File: src/rtl/busmon_counters.sv
module busmon_counters #(
  parameter int ADDR_W = 8,
  parameter int EVT_W  = 32,
  parameter int WIDE_W = 40
) (
  input  logic              clk,
  input  logic              rst_n,
  input  logic              bus_wr,
  input  logic [ADDR_W-1:0] bus_addr,
  input  logic [31:0]       bus_wdata,
  output logic [31:0]       bus_rdata,
  input  logic              beat_rd,
  input  logic              beat_wr
);
  localparam int NCNT = 4;
  localparam int HI_W = WIDE_W - 32;
  localparam logic [ADDR_W-1:0] A_CTRL = ADDR_W'(8'h00);
  localparam logic [ADDR_W-1:0] A_SET  = ADDR_W'(8'h04);
  localparam logic [ADDR_W-1:0] A_CLR  = ADDR_W'(8'h08);
  localparam logic [ADDR_W-1:0] A_CYC  = ADDR_W'(8'h0C);
  localparam logic [ADDR_W-1:0] A_HI   = ADDR_W'(8'h2C);
  localparam logic [ADDR_W-1:0] A_LO   = ADDR_W'(8'h30);

  function automatic logic [ADDR_W-1:0] sel_addr(input int k);
    return ADDR_W'(16 + 4 * k);
  endfunction
  function automatic logic [ADDR_W-1:0] cnt_addr(input int k);
    return ADDR_W'(32 + 4 * k);
  endfunction

  logic              run_q;
  logic [NCNT-1:0]   en_q;
  logic              cyc_en_q;
  logic [1:0]        sel_q [NCNT];
  logic [31:0]       cyc_q;
  logic [WIDE_W-1:0] cnt_view [NCNT];

  wire wr_ctrl = bus_wr && (bus_addr == A_CTRL);
  wire wr_set  = bus_wr && (bus_addr == A_SET);
  wire wr_clr  = bus_wr && (bus_addr == A_CLR);
  wire evt_clr = wr_ctrl && bus_wdata[1];
  wire cyc_clr = wr_ctrl && bus_wdata[2];
  wire unused_wdata = ^bus_wdata[30:4];

  always_ff @(posedge clk or negedge rst_n)
    if (!rst_n) begin
      run_q    <= 1'b0;
      en_q     <= '0;
      cyc_en_q <= 1'b0;
    end else begin
      if (wr_ctrl) run_q <= bus_wdata[0];
      if (wr_set) begin
        en_q     <= en_q | bus_wdata[NCNT-1:0];
        cyc_en_q <= cyc_en_q | bus_wdata[31];
      end else if (wr_clr) begin
        en_q     <= en_q & ~bus_wdata[NCNT-1:0];
        cyc_en_q <= cyc_en_q & ~bus_wdata[31];
      end
    end

  always_ff @(posedge clk or negedge rst_n)
    if (!rst_n)                 cyc_q <= '0;
    else if (cyc_clr)           cyc_q <= '0;
    else if (run_q && cyc_en_q) cyc_q <= cyc_q + 1'b1;

  for (genvar i = 0; i < NCNT; i++) begin : g_evt
    localparam int W = (i == NCNT - 1) ? WIDE_W : EVT_W;
    logic [W-1:0] c_q;
    logic         hit;
    assign hit = (sel_q[i][0] & beat_rd) | (sel_q[i][1] & beat_wr);

    always_ff @(posedge clk or negedge rst_n)
      if (!rst_n)                     sel_q[i] <= 2'b00;
      else if (bus_wr && bus_addr == sel_addr(i)) sel_q[i] <= bus_wdata[1:0];

    always_ff @(posedge clk or negedge rst_n)
      if (!rst_n)                          c_q <= '0;
      else if (evt_clr)                    c_q <= '0;
      else if (run_q && en_q[i] && hit)    c_q <= c_q + 1'b1;

    assign cnt_view[i] = WIDE_W'(c_q);
  end

  always_comb begin
    bus_rdata = '0;
    if (bus_addr == A_CTRL) bus_rdata[0] = run_q;
    if (bus_addr == A_SET || bus_addr == A_CLR) begin
      bus_rdata[NCNT-1:0] = en_q;
      bus_rdata[31]       = cyc_en_q;
    end
    if (bus_addr == A_CYC) bus_rdata = cyc_q;
    for (int k = 0; k < NCNT; k++)
      if (bus_addr == sel_addr(k)) bus_rdata[1:0] = sel_q[k];
    for (int k = 0; k < NCNT - 1; k++)
      if (bus_addr == cnt_addr(k)) bus_rdata = cnt_view[k][31:0];
    if (bus_addr == A_HI) bus_rdata[HI_W-1:0] = cnt_view[NCNT-1][WIDE_W-1:32];
    if (bus_addr == A_LO) bus_rdata = cnt_view[NCNT-1][31:0];
  end


  set_bits_chk: assert property (@(posedge clk) disable iff (!rst_n)
    wr_set |=> ((en_q & $past(bus_wdata[NCNT-1:0])) == $past(bus_wdata[NCNT-1:0])));


  clr_bits_chk: assert property (@(posedge clk) disable iff (!rst_n)
    wr_clr |=> ((en_q & $past(bus_wdata[NCNT-1:0])) == '0));


  freeze_cyc_chk: assert property (@(posedge clk) disable iff (!rst_n)
    (!run_q && !cyc_clr) |=> $stable(cyc_q));


  freeze_evt_chk: assert property (@(posedge clk) disable iff (!rst_n)
    (!run_q && !evt_clr) |=> $stable(cnt_view[NCNT-1]));


  evt_zero_chk: assert property (@(posedge clk) disable iff (!rst_n)
    evt_clr |=> (cnt_view[0] == '0 && cnt_view[NCNT-1] == '0));


  cyc_keep_chk: assert property (@(posedge clk) disable iff (!rst_n)
    (evt_clr && !cyc_clr && run_q && !cyc_en_q) |=> $stable(cyc_q));


  hi_word_chk: assert property (@(posedge clk) disable iff (!rst_n)
    (bus_addr == A_HI) |-> (bus_rdata[31:HI_W] == '0));


  ctrl_read_chk: assert property (@(posedge clk) disable iff (!rst_n)
    (bus_addr == A_CTRL) |-> (bus_rdata[31:1] == '0));
endmodule

File: config.mk
export PLATFORM = sky130hd
export DESIGN_NAME = busmon_counters
export DESIGN_NICKNAME = d
export VERILOG_FILES = /design/src/rtl/busmon_counters.sv
export SDC_FILE = /design/constraint.sdc
export NUM_CORES = 1
export LEC_CHECK = 0
export ABC_CLOCK_PERIOD_IN_PS = 2120
export CAP_MARGIN = 20
export CORE_MARGIN = 2
export CORE_UTILIZATION = 39
export CTS_CLUSTER_SIZE = 8
export DETAILED_ROUTE_END_ITERATION = 8
export HOLD_SLACK_MARGIN = 0.06
export SYNTH_ARGS = -nofsm -noshare
export SYNTH_HDL_FRONTEND = slang
export SYNTH_SLANG_ARGS = --single-unit
export TNS_END_PERCENT = 5
File: constraint.sdc
create_clock -name clk -period 2.12 [get_ports clk]
set_clock_uncertainty 0.1 [all_clocks]
set_input_delay 0.212 -clock clk [delete_from_list [all_inputs] [get_ports clk]]
set_output_delay 0.212 -clock clk [all_outputs]
set_load 0.02 [all_outputs]
# Word level (Yosys, flattened, before mapping)
# Cells that the tools add are included.
[word_totals]
ff_bits = 182
out_inout_bits = 32
[classes]
n_addsub = 5
eq_ne = 12
mux = 27
n_bitwise = 18
reduce_logical = 26
[op_table]
columns = ["op", "n"]
rows = [
  ["two-way mux 32 bit", 13],
  ["adder 32 x 1 -> 32 bit (second input constant)", 4],
  ["two-way mux 40 bit", 2],
  ["adder 40 x 1 -> 40 bit (second input constant)", 1],
  ["== test 8 x 6 -> 1 bit (second input constant)", 5],
  ["== test 8 x 5 -> 1 bit (second input constant)", 4],
  ["logical AND 1 bit", 18],
  ["== test 8 x 4 -> 1 bit (second input constant)", 2],
  ["two-way mux 4 bit", 3],
  ["nonzero test 2 bit", 6],
  ["bitwise AND 1 bit", 9],
  ["== test 8 x 3 -> 1 bit (second input constant)", 1],
  ["zero test 8 bit", 1],
  ["two-way mux 2 bit", 4],
  ["two-way mux 8 bit", 1],
  ["OR 1 bit", 5],
  ["bitwise AND 4 bit", 1],
  ["two-way mux 1 bit", 4],
  ["inverter 4 bit", 1],
  ["OR 4 bit", 1],
  ["logical OR 1 bit", 1],
  ["inverter 1 bit", 1],
]

# Longest topological paths before layout
[logic_depth]
depth_word = 13
depth_mapped = 8
ltp_nobuf = 7

# Least setup slack after synthesis
# OpenSTA, ideal clock, no wires.
[synth_path]
path_kind = "input-to-output"
startpoint = "in bus_addr[4]"
endpoint = "out bus_rdata[31]"
t_arrival_ps = 1997
required_time_ps = 1808
slack_ps = -189
stages = 7
n_path_buf = 1
path_cell_list = "or4b_4 or3_1 buf_6 nor2_2 a222oi_1 and2_0 a21oi_1"
[synth_via]
elab_chain_cells = 8
word_cells_on_any_way = 14
[synth_rtl]
columns = ["item", "line_no", "source"]
rows = [
  ["start, declared", "9", "input logic [ADDR_W-1:0] bus_addr,"],
  ["== test 8 x 3 -> 1 bit or == test 8 x 4 -> 1 bit (tied branches)", "87", "if (bus_addr == A_SET || bus_addr == A_CLR) begin"],
  ["logical OR 1 bit", "87", ""],
  ["two-way mux 1 bit", "87", ""],
  ["two-way mux 32 bit", "91", "if (bus_addr == A_CYC) bus_rdata = cyc_q;"],
  ["two-way mux 32 bit (3 in a row)", "95", "if (bus_addr == cnt_addr(k)) bus_rdata = cnt_view[k][31:0];"],
  ["two-way mux 32 bit *", "97", "if (bus_addr == A_LO) bus_rdata = cnt_view[NCNT-1][31:0];"],
  ["end, declared", "11", "output logic [31:0] bus_rdata,"],
]
# Every way passes the cells marked *; elsewhere a longest branch is shown, timed or not.

# Worst setup path in the final report
[layout_path]
startpoint = "in bus_addr[6]"
endpoint = "out bus_rdata[30]"
[layout_via]
elab_chain_cells = 6
word_cells_on_any_way = 10
[layout_rtl]
columns = ["item", "line_no"]
rows = [
  ["== test 8 x 4 -> 1 bit", "91"],
  ["two-way mux 32 bit", "91"],
  ["two-way mux 32 bit (3 in a row)", "95"],
  ["two-way mux 32 bit *", "97"],
]
# Marks and branches as above.

==> results by group <==
Clock tree
  • CTS tree: yes
  • # clock sinks: 182
  • Max Root-Sink Buffers: 2
  • Register clock-pin slew on the reported worst setup and hold paths: 60 ps
  • Worst-skew pair later-pin latency: 430 ps
  • Htree depth: 4
  • Clock root buffer: clkbuf_16
  • Num CTS Buffers: 17

Logic synthesis
  • Predominant post-synthesis flop cell: dfrtp_1
  • Area leader, netlist: dfrtp_1
  • Netlist Area Pre-Place: 10140 um2
  • Leading post-synthesis cells by cell area: dfrtp_1 45%, xor2_1 7.2%, nor2_1 6.1%
  • #FFs+latches synth: 182
  • Distinct cells, synth: 53
  • Number of flops mapped to enable cells by yosys: 0
  • Area fraction of the dominant cell type after synthesis: 44.93%
  • Mapped Nets: 1189
  • YS warnings: 0
  • Mean post-synth cell area: 8.900 um2
  • Async set-reset flop share out of synthesis: 100.0%
  • Post-synthesis sequential area ratio: 44.93%
  • Mapped Cells: 1139

Floorplanning
  • Die width: 165.2 um
  • Die Height: 165.2 um
  • Die area: 27300 um2
  • Row cnt: 59
  • Initial core utilization: 39.35%
  • Core area: 25760 um2
  • Total I/O pin count: 77

Layout
  • Filler cells: 2291
  • N_diodes: 0
  • Most common cell after layout, fill and taps aside: dfrtp_1
  • Design area: 13520 um2
  • Layout Nets: 1400
  • Most frequent cells in the layout: 180 x dfrtp_1, 167 x buf_4, 165 x nor2_1, 126 x nand2_1, 83 x xor2_1
  • Layout cells sized above 1: 25.72%
  • Area delta synth->final: 33.37%

STA
  • Setup TNS: -7461 ps
  • Slew headroom: 62.69%
  • Hold slack: 101.5 ps
  • Final Cycle Share: 116.3%
  • Min Tclk post-route: 2465 ps
  • Pins Over Slew Limit: 0
  • RSZ-0062 raised after global routing: true
  • Final Hold Fails: 0
  • Final Setup Violations: 31
  • Fmax: 405.8 MHz
  • Setup ws final: -344.6 ps
  • Worst-margin pin slew: 559.7 ps

Place
  • Routability Congestion: 0.9119
  • I/O Buffers: 49
  • Detail Placement HPWL: 23030 um
  • Setup slack at placement: -1277 ps
  • Placed instance area: 12530 um2

Power
  • Power per cell area: 557.5 nW/um2
  • Worst vdd ir: 0.4837 mV
  • Pleak: 6.117 nW

Job
  • Max-cap viol count: 0

Detailed routing
  • Post-DRT Antenna Nets: 0
  • Vias: 9373
  • Vias per Instance: 5.527
  • Residual DRC: 0
  • Iter 0 DRT Violations: 859
  • Post-detailed-routing wire length: 31140 um
  • Detailed Routing Iterations Pass 1: 5
  • Per-cell routed wire length: 18.36 um

Worst setup path
  • Buffers & Inverters on Critical Path: 3
  • CP Cell Sequence: buf_6 > or4b_4 > or3_4 > nor2_4 > buf_12 > a221oi_1 > nand2_1 > o21a_1 > buf_6
  • Crit Path Category: input pin to output port
  • Req. time, crit path: 1810 ps
  • CP Launch Type: input pin
  • WP data arrival: 2150 ps
  • CP delay by family, top: simple AND/OR/NAND/NOR gates
  • Worst Setup End Kind: output port
  • Critical Path Fanout Max: 8
  • Slowest stage delay, CP: 540 ps
  • Most used cell, CP: buf_6
  • Slowest cell on crit path: or4b_4

Hold path
  • Hold/Removal Path Class: input pin to flip-flop

Run status
  • Status: finished with violations
  • Violated checks: negative setup slack

Global route
  • Initial antenna violation count: 0
  • GRT Util Overall: 23.58%
  • Overflow after GRT: 0
  • Vias in the first global route: 9086
  • Largest net degree at the start of global routing: 46
  • First-pass GRT wire length: 49290 um
==> power breakdown <==
group / switching, mW / internal, mW / total [mW]
sequential: 0.0907 / 3.55 / 3.64
clock: 1.36 / 1.94 / 3.30
combinational: 0.331 / 0.263 / 0.594
==> per-layer routing <==
metal / global-route usage (%) / routed length [um] / vias up
met5: 0 / 0 / -
met4: 7.866 / 608 / 0
met3: 3.621 / 1604 / 45
met2: 37.50 / 14650 / 239
met1: 32.93 / 14280 / 4659
li1: - / - / 4430
==> worst min-delay path, cell delays in order <==
cell and delay, ps:
clkbuf_2 130, buf_4 160, o21ai_0 80
==> synthesized netlist by cell type (3+ instances only) <==
library cell and n:
dfrtp_1 182, nor2_1 166, nand2_1 127, xor2_1 83
nand3_1 79, xnor2_1 53, a22oi_1 50, o21ai_0 50
a21oi_1 40, nand4_1 39, nor3_1 33, clkbuf_1 31
or3_1 29, and3_1 21, inv_1 21, and4_1 19
mux2_2 15, and2_1 12, buf_2 11, nor4_1 10
a31oi_1 7, ha_1 5, o22ai_1 5, a221oi_1 4
nor2b_1 4, nor4_2 4, a22o_1 3, mux2i_1 3
nand2b_1 3
==> repair_timing <==
item / 4_1_cts / 5_1_grt
gates cloned: 2 / 1
pin swaps: 26 / 13
resized for setup: 234 / 41
buffers inserted: 3 / 1
setup endpoints to repair: 58 / 77
endpoints found under the hold margin: 152 / 0
hold buffers: 1 / 0
==> worst paths after layout <==
check,start,to,slack [ps],cells after the start
setup / recovery,bus_addr[6],bus_rdata[30],-340,9
hold / removal,bus_addr[3],flip-flop,100,3
setup reg to reg,g_evt[2].c_q[2]$_DFFE_PN0P_,g_evt[2].c_q[31]$_DFFE_PN0P_,50,8
hold reg to reg,sel_q[2]$_DFFE_PN0P_,sel_q[2]$_DFFE_PN0P_,460,1
max in group asynchronous,rst_n,g_evt[1].c_q[17]$_DFFE_PN0P_,960,3
min in group asynchronous,rst_n,g_evt[3].c_q[1]$_DFFE_PN0P_,170,2
==> stage by stage <==
stage	total power, mW	std cells	utilization, %
2_1_floorplan	3.919	1139	-
3_3_place_gp	4.270	1659	48.63
3_5_place_dp	4.273	1659	48.63
4_1_cts	7.568	1695	51.91
5_1_grt	7.779	1696	52.48
6_report	7.537	1696	52.48
==> registers in the layout (all words and copies together), names as in the netlist, named ones only <==
name       count
g_evt.c_q    136
cyc_q         32
sel_q          8
run_q          1
==> layout make-up <==
type | instances | area (um2) | share of cell area (%)
multi-input combinational | 889 | 5625 | 41.61
inverter | 21 | 78.83 | 0.5830
timing repair buffer | 239 | 2241 | 16.57
sequential | 182 | 4557 | 33.70
clock buffer | 23 | 478.0 | 3.535
tap | 335 | 419.2 | 3.100
clock inverter | 7 | 121.4 | 0.8976
==> kinds of logic (layout without fill, tap and decap cells) <==
group	after synthesis	in the layout	synth area share, %
XOR/XNOR	136	136	11.75
adder cells (fa/ha/maj)	5	5	0.6171
AO/OA/AOI/OAI	170	170	10.43
AND/OR/NAND/NOR	558	558	27.03
multiplexers	20	20	2.407
flip-flops	182	182	44.93
buffers and inverters	68	290	2.839
(Power assumes the default switching activity.)
